**src/rtl/tcap_pkg.sv**
```systemverilog
`timescale 1ns/1ps
package tcap_pkg;

    typedef enum logic [1:0] {
        ST_IDLE = 2'd0,
        ST_PRE  = 2'd1,
        ST_POST = 2'd2,
        ST_DONE = 2'd3
    } cap_state_e;

    typedef struct packed {
        logic seq_mode;
        logic or_mode;
    } comb_mode_t;

    // Ring slot of logical offset 'off' when the trigger sits in slot 'trig_pt'
    // and at logical offset 'pos' of a ring of 'depth' slots.
    function automatic int unsigned ring_map(input int unsigned trig_pt,
                                             input int unsigned off,
                                             input int unsigned pos,
                                             input int unsigned depth);
        int unsigned u;
        u = trig_pt + off + depth - pos;
        if (u >= 2 * depth)
            u = u - 2 * depth;
        else if (u >= depth)
            u = u - depth;
        return u;
    endfunction

endpackage

```
**src/rtl/trig_combiner.sv**
```systemverilog
`timescale 1ns/1ps
module trig_combiner
    import tcap_pkg::*;
#(
    parameter int NUM_MATCH  = 4,
    parameter int SEQ_STAGES = 4,
    localparam int SEL_W = $clog2(NUM_MATCH),
    localparam int STG_W = $clog2(SEQ_STAGES)
) (
    input  logic                        clk,
    input  logic                        rst,
    input  logic                        en_i,
    input  logic                        clr_i,
    input  comb_mode_t                  mode_i,
    input  logic [NUM_MATCH-1:0]        mask_i,
    input  logic [STG_W-1:0]            seq_last_i,
    input  logic [SEQ_STAGES*SEL_W-1:0] seq_sel_i,
    input  logic [NUM_MATCH-1:0]        match_i,
    output logic                        hit_o
);

    logic [STG_W-1:0]     stage_q;
    logic [SEL_W-1:0]     cur_sel;
    logic [NUM_MATCH-1:0] masked;
    logic                 bool_hit;
    logic                 stage_match;
    logic                 seq_hit;

    always_comb begin
        masked = match_i & mask_i;
        if (mode_i.or_mode)
            bool_hit = |masked;
        else
            bool_hit = (mask_i != '0) && (masked == mask_i);
        cur_sel     = seq_sel_i[stage_q*SEL_W +: SEL_W];
        stage_match = match_i[cur_sel];
        seq_hit     = stage_match && (stage_q == seq_last_i);
    end

    assign hit_o = en_i && (mode_i.seq_mode ? seq_hit : bool_hit);

    always_ff @(posedge clk) begin
        if (rst || clr_i)
            stage_q <= '0;
        else if (en_i && mode_i.seq_mode && stage_match && (stage_q != seq_last_i))
            stage_q <= stage_q + STG_W'(1);
    end

endmodule

```
**src/rtl/capture_ctrl.sv**
```systemverilog
`timescale 1ns/1ps
module capture_ctrl
    import tcap_pkg::*;
#(
    parameter int MEM_DEPTH = 64,
    parameter int MAX_WIN   = 4,
    localparam int AW  = $clog2(MEM_DEPTH),
    localparam int DW  = AW + 1,
    localparam int WCW = $clog2(MAX_WIN) + 1,
    localparam int WW  = $clog2(MAX_WIN)
) (
    input  logic                  clk,
    input  logic                  rst,
    input  logic                  arm_i,
    input  logic                  force_i,
    input  logic                  hit_i,
    input  logic [DW-1:0]         depth_i,
    input  logic [DW-1:0]         pos_i,
    input  logic [WCW-1:0]        win_cnt_i,
    output cap_state_e            state_o,
    output logic                  seq_clr_o,
    output logic                  we_o,
    output logic [AW-1:0]         waddr_o,
    output logic [MAX_WIN*AW-1:0] trig_pt_o,
    output logic [MAX_WIN*DW-1:0] kept_o,
    output logic                  triggered_o
);

    cap_state_e      st_q;
    logic [WCW-1:0]  win_q;
    logic [AW-1:0]   wp_q;
    logic [DW-1:0]   pre_q;
    logic [DW-1:0]   left_q;
    logic            trig_q;
    logic [AW-1:0]   pt_q   [MAX_WIN];
    logic [DW-1:0]   kept_q [MAX_WIN];

    logic               fire;
    logic               win_end;
    logic               last_win;
    logic [AW-1:0]      wp_nxt;
    logic [DW-1:0]      after_trig;
    logic [WCW+DW-1:0]  base;

    always_comb begin
        fire       = (st_q == ST_PRE) && (hit_i || force_i);
        wp_nxt     = (({1'b0, wp_q} + DW'(1)) == depth_i) ? '0 : wp_q + AW'(1);
        after_trig = depth_i - pos_i - DW'(1);
        win_end    = (fire && (after_trig == '0)) ||
                     ((st_q == ST_POST) && (left_q == DW'(1)));
        last_win   = ((win_q + WCW'(1)) == win_cnt_i);
        base       = (WCW+DW)'(win_q) * (WCW+DW)'(depth_i);
        waddr_o    = base[AW-1:0] + wp_q;
        we_o       = (st_q == ST_PRE) || (st_q == ST_POST);
        seq_clr_o  = arm_i || (win_end && !last_win);
    end

    always_ff @(posedge clk) begin
        if (rst) begin
            st_q   <= ST_IDLE;
            win_q  <= '0;
            wp_q   <= '0;
            pre_q  <= '0;
            left_q <= '0;
            trig_q <= 1'b0;
            for (int k = 0; k < MAX_WIN; k++) begin
                pt_q[k]   <= '0;
                kept_q[k] <= '0;
            end
        end else if (arm_i) begin
            st_q   <= ST_PRE;
            win_q  <= '0;
            wp_q   <= '0;
            pre_q  <= '0;
            left_q <= '0;
            trig_q <= 1'b0;
            for (int k = 0; k < MAX_WIN; k++) begin
                pt_q[k]   <= '0;
                kept_q[k] <= '0;
            end
        end else begin
            case (st_q)
                ST_PRE: begin
                    wp_q <= wp_nxt;
                    if (fire) begin
                        trig_q               <= 1'b1;
                        pt_q[win_q[WW-1:0]]   <= wp_q;
                        kept_q[win_q[WW-1:0]] <= pre_q;
                        left_q               <= after_trig;
                        st_q                 <= ST_POST;
                    end else if (pre_q != pos_i) begin
                        pre_q <= pre_q + DW'(1);
                    end
                end
                ST_POST: begin
                    wp_q   <= wp_nxt;
                    left_q <= left_q - DW'(1);
                end
                default: ;
            endcase
            if (win_end) begin
                if (last_win) begin
                    st_q <= ST_DONE;
                end else begin
                    st_q  <= ST_PRE;
                    win_q <= win_q + WCW'(1);
                    wp_q  <= '0;
                    pre_q <= '0;
                end
            end
        end
    end

    generate
        for (genvar g = 0; g < MAX_WIN; g++) begin : g_flat
            assign trig_pt_o[g*AW +: AW] = pt_q[g];
            assign kept_o[g*DW +: DW]    = kept_q[g];
        end
    endgenerate

    assign state_o     = st_q;
    assign triggered_o = trig_q;

endmodule

```
**src/rtl/capture_mem.sv**
```systemverilog
`timescale 1ns/1ps
module capture_mem
    import tcap_pkg::*;
#(
    parameter int DATA_W    = 8,
    parameter int MEM_DEPTH = 64,
    parameter int MAX_WIN   = 4,
    localparam int AW  = $clog2(MEM_DEPTH),
    localparam int DW  = AW + 1,
    localparam int WCW = $clog2(MAX_WIN) + 1,
    localparam int WW  = $clog2(MAX_WIN)
) (
    input  logic              clk,
    input  logic              we_i,
    input  logic [AW-1:0]     waddr_i,
    input  logic [DATA_W-1:0] wdata_i,
    input  logic              done_i,
    input  logic [DW-1:0]     depth_i,
    input  logic [DW-1:0]     pos_i,
    input  logic [WCW-1:0]    win_cnt_i,
    input  logic [WW-1:0]     rd_win_i,
    input  logic [AW-1:0]     rd_off_i,
    input  logic [AW-1:0]     trig_pt_i,
    input  logic [DW-1:0]     kept_i,
    output logic [DATA_W-1:0] rd_data_o,
    output logic              rd_ok_o
);

    logic [DATA_W-1:0] store [MEM_DEPTH];

    logic [AW-1:0]     phys;
    logic [WW+DW-1:0]  rbase;
    logic [AW-1:0]     raddr;
    logic [DW-1:0]     gap;

    always_ff @(posedge clk) begin
        if (we_i)
            store[waddr_i] <= wdata_i;
    end

    always_comb begin
        phys  = AW'(ring_map(32'(trig_pt_i), 32'(rd_off_i), 32'(pos_i), 32'(depth_i)));
        rbase = (WW+DW)'(rd_win_i) * (WW+DW)'(depth_i);
        raddr = rbase[AW-1:0] + phys;
        gap   = pos_i - kept_i;
        rd_ok_o = done_i &&
                  ({1'b0, rd_off_i} >= gap) &&
                  ({1'b0, rd_off_i} < depth_i) &&
                  (WCW'(rd_win_i) < win_cnt_i);
        rd_data_o = rd_ok_o ? store[raddr] : '0;
    end

endmodule

```
**src/rtl/tcap_top.sv**
```systemverilog
`timescale 1ns/1ps
module tcap_top
    import tcap_pkg::*;
#(
    parameter int NUM_MATCH  = 4,
    parameter int DATA_W     = 8,
    parameter int MEM_DEPTH  = 64,
    parameter int MAX_WIN    = 4,
    parameter int SEQ_STAGES = 4,
    localparam int SEL_W = $clog2(NUM_MATCH),
    localparam int STG_W = $clog2(SEQ_STAGES),
    localparam int AW    = $clog2(MEM_DEPTH),
    localparam int DW    = AW + 1,
    localparam int WCW   = $clog2(MAX_WIN) + 1,
    localparam int WW    = $clog2(MAX_WIN)
) (
    input  logic                        clk,
    input  logic                        rst,
    input  logic                        arm_i,
    input  logic                        force_i,
    input  logic [NUM_MATCH-1:0]        match_i,
    input  logic [DATA_W-1:0]           probe_i,
    input  logic                        cfg_seq_mode_i,
    input  logic                        cfg_or_mode_i,
    input  logic [NUM_MATCH-1:0]        cfg_mask_i,
    input  logic [STG_W-1:0]            cfg_seq_last_i,
    input  logic [SEQ_STAGES*SEL_W-1:0] cfg_seq_sel_i,
    input  logic [DW-1:0]               cfg_depth_i,
    input  logic [DW-1:0]               cfg_pos_i,
    input  logic [WCW-1:0]              cfg_win_cnt_i,
    input  logic [WW-1:0]               rd_win_i,
    input  logic [AW-1:0]               rd_off_i,
    output logic [DATA_W-1:0]           rd_data_o,
    output logic                        rd_ok_o,
    output logic [AW-1:0]               trig_idx_o,
    output logic                        armed_o,
    output logic                        triggered_o,
    output logic                        done_o
);

    comb_mode_t            mode;
    cap_state_e            state;
    logic                  hit;
    logic                  seq_clr;
    logic                  we;
    logic [AW-1:0]         waddr;
    logic [MAX_WIN*AW-1:0] pt_flat;
    logic [MAX_WIN*DW-1:0] kept_flat;
    logic [DW-1:0]         kept_sel;

    assign mode = '{seq_mode: cfg_seq_mode_i, or_mode: cfg_or_mode_i};

    trig_combiner #(.NUM_MATCH(NUM_MATCH), .SEQ_STAGES(SEQ_STAGES)) u_comb (
        .clk        (clk),
        .rst        (rst),
        .en_i       (state == ST_PRE),
        .clr_i      (seq_clr),
        .mode_i     (mode),
        .mask_i     (cfg_mask_i),
        .seq_last_i (cfg_seq_last_i),
        .seq_sel_i  (cfg_seq_sel_i),
        .match_i    (match_i),
        .hit_o      (hit)
    );

    capture_ctrl #(.MEM_DEPTH(MEM_DEPTH), .MAX_WIN(MAX_WIN)) u_ctrl (
        .clk         (clk),
        .rst         (rst),
        .arm_i       (arm_i),
        .force_i     (force_i),
        .hit_i       (hit),
        .depth_i     (cfg_depth_i),
        .pos_i       (cfg_pos_i),
        .win_cnt_i   (cfg_win_cnt_i),
        .state_o     (state),
        .seq_clr_o   (seq_clr),
        .we_o        (we),
        .waddr_o     (waddr),
        .trig_pt_o   (pt_flat),
        .kept_o      (kept_flat),
        .triggered_o (triggered_o)
    );

    assign trig_idx_o = pt_flat[rd_win_i*AW +: AW];
    assign kept_sel   = kept_flat[rd_win_i*DW +: DW];

    capture_mem #(.DATA_W(DATA_W), .MEM_DEPTH(MEM_DEPTH), .MAX_WIN(MAX_WIN)) u_mem (
        .clk       (clk),
        .we_i      (we),
        .waddr_i   (waddr),
        .wdata_i   (probe_i),
        .done_i    (done_o),
        .depth_i   (cfg_depth_i),
        .pos_i     (cfg_pos_i),
        .win_cnt_i (cfg_win_cnt_i),
        .rd_win_i  (rd_win_i),
        .rd_off_i  (rd_off_i),
        .trig_pt_i (trig_idx_o),
        .kept_i    (kept_sel),
        .rd_data_o (rd_data_o),
        .rd_ok_o   (rd_ok_o)
    );

    assign armed_o = (state == ST_PRE) || (state == ST_POST);
    assign done_o  = (state == ST_DONE);

endmodule

```
**config.mk**
```make
export PLATFORM = sky130hd
export DESIGN_NAME = tcap_top
export DESIGN_NICKNAME = d
export VERILOG_FILES = /design/src/rtl/tcap_pkg.sv /design/src/rtl/trig_combiner.sv /design/src/rtl/capture_ctrl.sv /design/src/rtl/capture_mem.sv /design/src/rtl/tcap_top.sv
export SDC_FILE = /design/constraint.sdc
export NUM_CORES = 1
export LEC_CHECK = 0
export ABC_AREA = 1
export CORE_ASPECT_RATIO = 0.9
export CORE_MARGIN = 2
export CORE_UTILIZATION = 45
export CTS_CLUSTER_DIAMETER = 60
export CTS_CLUSTER_SIZE = 20
export DETAILED_ROUTE_END_ITERATION = 7
export PLACE_DENSITY = 0.68
export SETUP_SLACK_MARGIN = 0.5
export SYNTH_ARGS = -nofsm -noshare
export SYNTH_HDL_FRONTEND = slang
export SYNTH_SLANG_ARGS = --single-unit
```
**constraint.sdc**
```tcl
create_clock -name clk -period 16.2 [get_ports clk]
set_input_delay 3.24 -clock clk [delete_from_list [all_inputs] [get_ports clk]]
set_output_delay 3.24 -clock clk [all_outputs]
set_load 0.05 [all_outputs]
```
After elaboration in Yosys (flattened, before gate mapping)
Memory sizes are Yosys's and may differ from the RTL's.
Index checks and enable logic that the tools add are counted.

word-level totals
  register bits after elaboration = 28
  memory bits (writable) = 564
  output and inout bits = 18
  word-level logic and storage cells = 146
  memories = 3

operators by class
  $add $sub $neg = 16
  $mul = 4
  magnitude comparators = 6
  eq/ne operators = 11
  shift operators = 3
  mux-type cells = 49
  bitwise gates (word level) = 10
  reductions and logical operators = 36

memory list
  name           words  width  rd ports  clocked after memory_dff  write ports  RTL line            source
  u_mem.store    64     8      1         0                         1            capture_mem.sv:29   logic [DATA_W-1:0] store [MEM_DEPTH];
  u_ctrl.kept_q  4      7      4         0                         4            capture_ctrl.sv:36  logic [DW-1:0] kept_q [MAX_WIN];
  u_ctrl.pt_q    4      6      4         0                         4            capture_ctrl.sv:35  logic [AW-1:0] pt_q [MAX_WIN];

operator list
  cell                 count
  $mux 7               11
  $mux 6               11
  $ge 32x7->1          1
  $ge 32x8->1          1
  $sub 32x7->32        1
  $shiftx 28x6->7      1
  $shiftx 24x6->6      1
  $mux 1               18
  $pmux 7 s2           1
  $sub 7x1->7 const B  2
  $sub 7x7->7          2
  $logic_and 1x1->1    13
  $add 6x6->6          2
  $mux 2               6
  $sub 6x6->6          2
  $reduce_and 2->1     5
  $add 7x7->8          1
  $mux 8               1
  $or 1x1->1           8
  $shiftx 8x4->2       1
  $add 6x1->7 const B  1
  $add 6x6->7          1
  $add 7x1->7 const B  1
  $eq 7x1->1 const B   1
  33 further kinds     42

Depth between registers and ports, before layout
Gate-level depths: netlist of run 1.

  word-level depth = 15
  gate-level depth with buffers = 46
  mapped depth without buffers = 42

Modules after synthesis
From an unflattened synthesis of run 1, not the netlist that was laid out.

unflattened totals
  cell total of the unflattened synthesis = 2677
  area total of the unflattened synthesis = 28459.8 um^2

by module, submodules not included
  module         times used  cells each  area each (um^2)  sequential area each (um^2)
  capture_mem    1           1928        22933.2           15374.7
  capture_ctrl   1           533         4490.6            2082.0
  tcap_top       1           156         696.9             0.0
  trig_combiner  1           60          339.1             40.0

Worst setup path after synthesis of run 1
Ideal clock, no wire load.

  kind = in2out
  start = in rd_win_i[0]
  end = out rd_data_o[7]
  data arrival time = 11.206 ns
  required time = 12.960 ns
  slack = 1.754 ns
  cell stages on the path = 41
  path buffers = 5
  cells stage by stage = clkbuf_1 -> clkbuf_1 -> nor2_1 -> o22ai_1 -> fa_1 -> ha_1 -> a21oi_1 -> nand2_1 -> nand2_1 -> nand2_1 -> a21oi_1 -> xnor2_1 -> ha_1 -> nand2_1 -> nor2_1 -> nand2_1 -> nand3_1 -> inv_1 -> (+5 left out) -> a21oi_1 -> nand4_4 -> clkinv_4 -> o21ai_0 -> o21ai_0 -> fa_1 -> fa_1 -> buf_2 -> clkbuf_1 -> buf_1 -> nand2_1 -> nand3_1 -> nand2_1 -> nand2_1 -> o21ai_0 -> nand3_1 -> nand2_1 -> nor2_1

between the ends
  word-level cells in the longest chain between the ends = 11

RTL lines
  element                                            RTL line                        source
  start: declaration                                 tcap_top.sv:31                  input logic [WW-1:0] rd_win_i,
  $mul 2x2->4 (*)                                    tcap_top.sv:84                  assign trig_idx_o = pt_flat[rd_win_i*AW +: AW];
  $shiftx 24x6->6 (*)                                tcap_top.sv:84
  via trig_idx_o[3]                                  tcap_top.sv:35                  output logic [AW-1:0] trig_idx_o,
  $add 6x6->7 (*)                                    tcap_pkg.sv:23                  u = trig_pt + off + depth - pos;
  $add 7x7->8 (*)                                    tcap_pkg.sv:23
  $sub 32x7->32 (*)                                  tcap_pkg.sv:23
  $ge 32x7->1 / $sub 6x6->6 (equally long branches)  tcap_pkg.sv:26, tcap_pkg.sv:27
  $mux 6                                             tcap_pkg.sv:26                  else if (u >= depth)
  $mux 6 (*)                                         tcap_pkg.sv:24                  if (u >= 2 * depth)
  $add 6x6->6 (*)                                    capture_mem.sv:44               raddr = rbase[AW-1:0] + phys;
  $mem_v2 64x8 (*)                                   -
  $mux 8 (*)                                         capture_mem.sv:50               rd_data_o = rd_ok_o ? store[raddr] : '0;
  end: declaration                                   tcap_top.sv:33                  output logic [DATA_W-1:0] rd_data_o,

The timed path passes the listed nets; every way through them passes the cells marked *.

Final worst setup path of run 1
  start = in rd_win_i[1]
  end = out rd_data_o[4]

between the ends
  word-level cells in the longest chain between the ends = 11

RTL lines
  element                                            RTL line
  $mul 2x2->4                                        tcap_top.sv:84
  $shiftx 24x6->6                                    tcap_top.sv:84
  $add 6x6->7                                        tcap_pkg.sv:23
  $add 7x7->8                                        tcap_pkg.sv:23
  $sub 32x7->32                                      tcap_pkg.sv:23
  $ge 32x7->1 / $sub 6x6->6 (equally long branches)  tcap_pkg.sv:26, tcap_pkg.sv:27
  $mux 6                                             tcap_pkg.sv:26
  $mux 6                                             tcap_pkg.sv:24
  $add 6x6->6                                        capture_mem.sv:44
  $mem_v2 64x8                                       -
  $mux 8 (*)                                         capture_mem.sv:50

Mark *: on every way between the ends. The rest lies on a longest branch, timed or not.

==> flow_summary.toml, run 1 <==
[floorplanning]
fp.dieH_um = 240.3
die_w_um = 266.6
num_rows = 86
initial_core_util = 0.4553
die-area_mm2 = 0.06407
core_mm2 = 0.06133
top_level_ports = 75

[timing]
finalCritPeriodShare = 0.9343
setup_viol = 0
final.setup_skew_ns = 0.01751
final_hold_viol_count = 0
worstMarginPinSlew_ns = 1.305
period_needed_ns = 15.14
rsz0062_at_grt = "false"
drv_slew = 0
fmax_mhz = 66.07
final.setup.tns_ns = 0
relSlewSlack = 0.1297

[final_layout]
register_area_mm2 = 0.01750
most-common-layout-cells = "564 x edfxtp_1, 554 x nand2_1, 292 x nor2_1, 162 x inv_1, 154 x a21oi_1"
fillCellCount = 5363
layout_commonest_cell = "edfxtp_1"
multi_input_area_mm2 = 0.009224
design_area_mm2 = 0.03074
nets = 2753
n_antenna_cell = 0
drive_gt1_frac = 0.06119
area_delta_synth_final_pct = 10.10

[synthesis]
synth_area_mm2 = 0.02792
ys_seq_elements = 592
synth-main-ff-cell = "edfxtp_1"
avgSynthCellArea_um2 = 10.82
ys_types = 50
synth_edf_count = 564
synthTopCellsByArea = "edfxtp_1 61%, nand2_1 7.4%, nor2_1 3.9%"
synth_top_cell_area_share = 0.6065
synth-seq-area-share = 0.6266
yosysTopAreaCell = "edfxtp_1"
async_flop_share = 0
syn_inst = 2581
synth_fp_nets = 2738
ys_warn_count = 0

[clocking]
clk_pin_slew_ns = 0.07
htree_levels = 2
cts_tree = "yes"
clock-sinks = 592
cts_root_buf = "clkbuf_16"
clockBufferDepth = 3
clock_latency_ns = 0.60
cts_buffers = 41
cts_setup_buffers = 0

[worst_setup_path]
worstRegToRegCells = 14
endpoint_kind = "output pin"
crit_top_cell = "inv_1"
critical_path_class = "input port to output pin"
critical_path_arrival_ns = 11.90
r2r-start = "u_ctrl.win_q[0]$_SDFFE_PP0P_"
worstSetupStartpointType = "input port"
cp_slowest_cell = "fa_2"
critical_path_required_ns = 12.96
crit_fanout = 39
rrSetupSlack_ns = 11.42
max_stage_delay_ns = 0.71
regToRegEndpoint = "u_mem.store[14][3]$_DFFE_PP_"

[grt]
grt_pass1_wl_um = 107000
grt_usage = 0.2171
grt_max_degree = 116
use_met3 = 0.03902
top_usage_layer = "met2"
grt_use_met1 = 0.2990
grt.overflow.total = 0
antenna_found_initial = 0
grt_pass1_vias = 18810
use_met2 = 0.3497

[hold_path]
min_delay_path_depth = 2
min_to = "u_ctrl.triggered_o$_SDFFE_PP0P_"
hold_class = "register to register"
min_from = "u_ctrl.triggered_o$_SDFFE_PP0P_"

[placement]
place_congestion = 0.8927
post_dp_cell_area_mm2 = 0.02943
portBuffers = 74
dp_hpwl_um = 43340

[drt]
vias = 19400
drc = 0
postRouteAntennaNets = 0
routed_via_density = 5.694
drt_iter0_markers = 2073
wl_per_cell_um = 20.43
drt-total-wl_um = 69600
dr.pass1.iters = 5

[outcome]
run_status = "completed"

[job]
drv_cap = 0
## cell usage after synthesis (7+ instances only)
master,count
a21oi_1,154
a22o_1,32
a32o_1,28
buf_1,10
buf_2,45
clkbuf_1,68
dfxtp_1,28
edfxtp_1,564
fa_1,24
ha_1,76
inv_1,164
nand2_1,554
nand2_2,10
nand2_4,7
nand3_1,137
nand3_2,7
nand4_1,11
nor2_1,292
nor2_2,12
nor3_1,9
o211ai_1,26
o21ai_0,149
o22ai_1,67
xnor2_1,25
xor2_1,34
## repair_timing
action,CTS,global route
resized for setup,0,1
hold buffers,0,0
endpoints found under the setup margin,0,5
## registers in the layout (all words and copies together) (netlist names)
register	flops
u_ctrl.triggered_o	1
u_comb.stage_q	2
u_ctrl.state_o	2
u_ctrl.left_q	7
u_ctrl.pt_q	24
u_ctrl.kept_q	28
u_ctrl.wp_q	6
u_ctrl.pre_q	7
u_ctrl.win_q	3
u_mem.store	512
## worst max-delay path, delay by kind of cell
kind / cells / cell delay, ns
buffers and inverters: 13 / 2.09
xor gates and xnor gates: 1 / 0.16
and+or+nand+nor: 9 / 1.19
adders and majority gates: 9 / 3.46
AOI/OAI and AO/OA: 9 / 1.66
## worst max-delay path by stage
| stage | from | endpoint | slack, ns |
|---|---|---|---|
| finish | rd_win_i[1] | rd_data_o[4] | 1.06 |
| global placement | rd_win_i[1] | rd_data_o[7] | 1.34 |
| detailed placement | rd_win_i[1] | rd_data_o[7] | 1.12 |
| floorplan | rd_win_i[0] | rd_data_o[7] | 1.75 |
| global route | rd_win_i[1] | rd_data_o[4] | 0.53 |
| CTS | rd_win_i[1] | rd_data_o[7] | 1.12 |
## cells by family after synthesis
group / count (synthesis) / synth area share
AOI/OAI and AO/OA: 478 / 0.1017
muxes: 1 / 0.0003585
buffers and inverters: 302 / 0.04463
and+or+nand+nor: 1049 / 0.1570
DFF: 592 / 0.6266
xor gates and xnor gates: 59 / 0.01851
adders and majority gates: 100 / 0.05126
## metal layers
layer / part of all wire / routed length (um)
met1: 0.43 / 29840
met2: 0.46 / 32010
met3: 0.085 / 5918
met4: 0.026 / 1834
met5: 0 / 0
## layout make-up
type,instances,share of cell area
sequential,592,0.5691
multi-input combinational,1687,0.3000
clock buffer,45,0.03524
timing repair buffer,101,0.03443
tap,792,0.03223
inverter,173,0.02173
clock inverter,17,0.007244
## per-stage QoR
stage          setup slack [ns]    util  instances  hold WS [ns]
6_report                  1.065  0.5013       3407        0.4864
4_1_cts                   1.118  0.5012       3407        0.4904
3_5_place_dp              1.124  0.4799       3345        0.4613
3_3_place_gp              1.337  0.4799       3345        0.4625
2_1_floorplan             1.754       -       2581        0.4549
5_1_grt                  0.5292  0.5013       3407        0.5202
Power of run 1 is not shown: default switching activity piles up to over one toggle a cycle in this logic, so the estimate is an artifact.
==> run 2, diff against run 1 <==
- PLACE_DENSITY: 0.68 -> 0.59
==> run 2 against run 1 <==
  * Sequential share of layout area down 0.47 points
  * Cell area rose by 0.84%
  * Wire length up 5.3%
==> flow_summary.toml, run 2 (same netlist as run 1, synthesis figures left out) <==
[outcome]
run_status = "completed"

[timing]
final.setup_skew_ns = 0.02115
relSlewSlack = 0.3354
worstMarginPinSlew_ns = 0.9932
rsz0062_at_grt = "true"
finalCritPeriodShare = 0.9298
drv_slew = 0
fmax_mhz = 66.39
final_hold_viol_count = 0
setup_viol = 0
final.setup.tns_ns = 0
period_needed_ns = 15.06

[grt]
grt_max_degree = 92
grt_pass1_wl_um = 111800
antenna_found_initial = 0
use_met2 = 0.3565
grt.overflow.total = 0
grt_use_met1 = 0.3325
use_met3 = 0.04568
grt_usage = 0.2296
grt_pass1_vias = 18440
top_usage_layer = "met2"

[final_layout]
largest_register = "u_mem.store"
n_antenna_cell = 0
drive_gt1_frac = 0.06902
fillCellCount = 5484
reg_top3 = "u_mem.store: 512 flops, u_ctrl.kept_q: 28 flops, u_ctrl.pt_q: 24 flops"
area_delta_synth_final_pct = 11.02
layout_commonest_cell = "edfxtp_1"
stdcell_count = 3429
register_area_mm2 = 0.01750
nets = 2767
multi_input_area_mm2 = 0.009224
largest_reg_flops = 512
most-common-layout-cells = "564 x edfxtp_1, 554 x nand2_1, 292 x nor2_1, 162 x inv_1, 154 x a21oi_1"

[clocking]
clockBufferDepth = 3
clock-sinks = 592
htree_levels = 2
holdBufCountCts = 0
cts_root_buf = "clkbuf_16"
cts_tree = "yes"
clk_pin_slew_ns = 0.08
cts_buffers = 43
clock_latency_ns = 0.60

[worst_setup_path]
cp_num_buf_inv = 12
worstSetupStartpointType = "input port"
path_delay_family = "adder cells"
cp_slowest_cell = "fa_1"
critical_path_arrival_ns = 11.82
critical_path_class = "input port to output pin"
endpoint_kind = "output pin"
critical_path_required_ns = 12.96
max_stage_delay_ns = 0.48
crit_top_cell = "inv_1"
crit_fanout = 74

[drt]
postRouteAntennaNets = 0
wl_per_cell_um = 21.37
drt-total-wl_um = 73270
drc = 0
drt_iter0_markers = 1890
routed_via_density = 5.628
vias = 19300
dr.pass1.iters = 5

[placement]
dp_hpwl_um = 46460
dpl.cell_count = 3357
place_congestion = 0.8507
portBuffers = 74

[floorplanning]
top_level_ports = 75
fp.dieH_um = 240.3
num_rows = 86
die_w_um = 266.6
die-area_mm2 = 0.06407
core_mm2 = 0.06133
initial_core_util = 0.4553

[job]
drv_cap = 0

[hold_path]
hold_class = "register to register"
-- run 2: cell types whose count changed in the layout (fill, tap and decap cells not counted), sizes merged --
cell,change
bufinv,+2
clkbuf,+1
inv,+1
clkinv,+5
clkinvlp,+1
buf,+12
-- run 2: metal layers --
layer  share of wire  vias up
met3           0.078       88
met1            0.45     9482
li1                -     9085
met5               0        -
met4           0.019        0
met2            0.45      642
-- run 2: repair_timing --
action,4_1_cts,5_1_grt
setup endpoints to repair,0,8
resized for setup,0,3
setup buffers,0,0
-- run 2: cell type report --
type,instances,area share
clock buffer,46,0.03576
clock inverter,26,0.01158
inverter,173,0.02175
multi-input combinational,1687,0.2975
sequential,592,0.5644
tap,792,0.03196
timing repair buffer,113,0.03705
-- run 2: worst paths after layout --
check / from / end / slack [ns] / cells past startpoint
setup / recovery: rd_win_i[1] / rd_data_o[0] / 1.14 / 40
hold / removal: u_ctrl.wp_q[5]$_SDFF_PP0_ / u_ctrl.wp_q[5]$_SDFF_PP0_ / 0.48 / 2
setup reg to reg: u_ctrl.win_q[0]$_SDFFE_PP0P_ / u_mem.store[29][3]$_DFFE_PP_ / 11.34 / 14
hold reg to reg: u_ctrl.wp_q[5]$_SDFF_PP0_ / u_ctrl.wp_q[5]$_SDFF_PP0_ / 0.48 / 2
-- run 2: worst register-to-register path, delay by kind of cell, from the launching register on --
| kind | cells | cell delay [ns] |
|---|---|---|
| xor gates and xnor gates | 2 | 0.50 |
| AOI/OAI and AO/OA | 2 | 0.27 |
| and+or+nand+nor | 4 | 1.36 |
| adders and majority gates | 3 | 1.37 |
| buffers and inverters | 3 | 0.28 |
| DFF | 1 | 0.70 |
-- run 2: through the flow --
stage | worst slack [ns] | hold slack [ns] | instance area (um^2) | utilization
2_1_floorplan | 1.754 | 0.4549 | 27920 | -
3_3_place_gp | 1.111 | 0.4633 | 29520 | 0.4814
3_5_place_dp | 1.047 | 0.4746 | 29520 | 0.4814
4_1_cts | 1.035 | 0.4848 | 30990 | 0.5053
5_1_grt | 0.4959 | 0.5093 | 31000 | 0.5055
6_report | 1.138 | 0.4827 | 31000 | 0.5055
Power of run 2 is left out for the same reason.
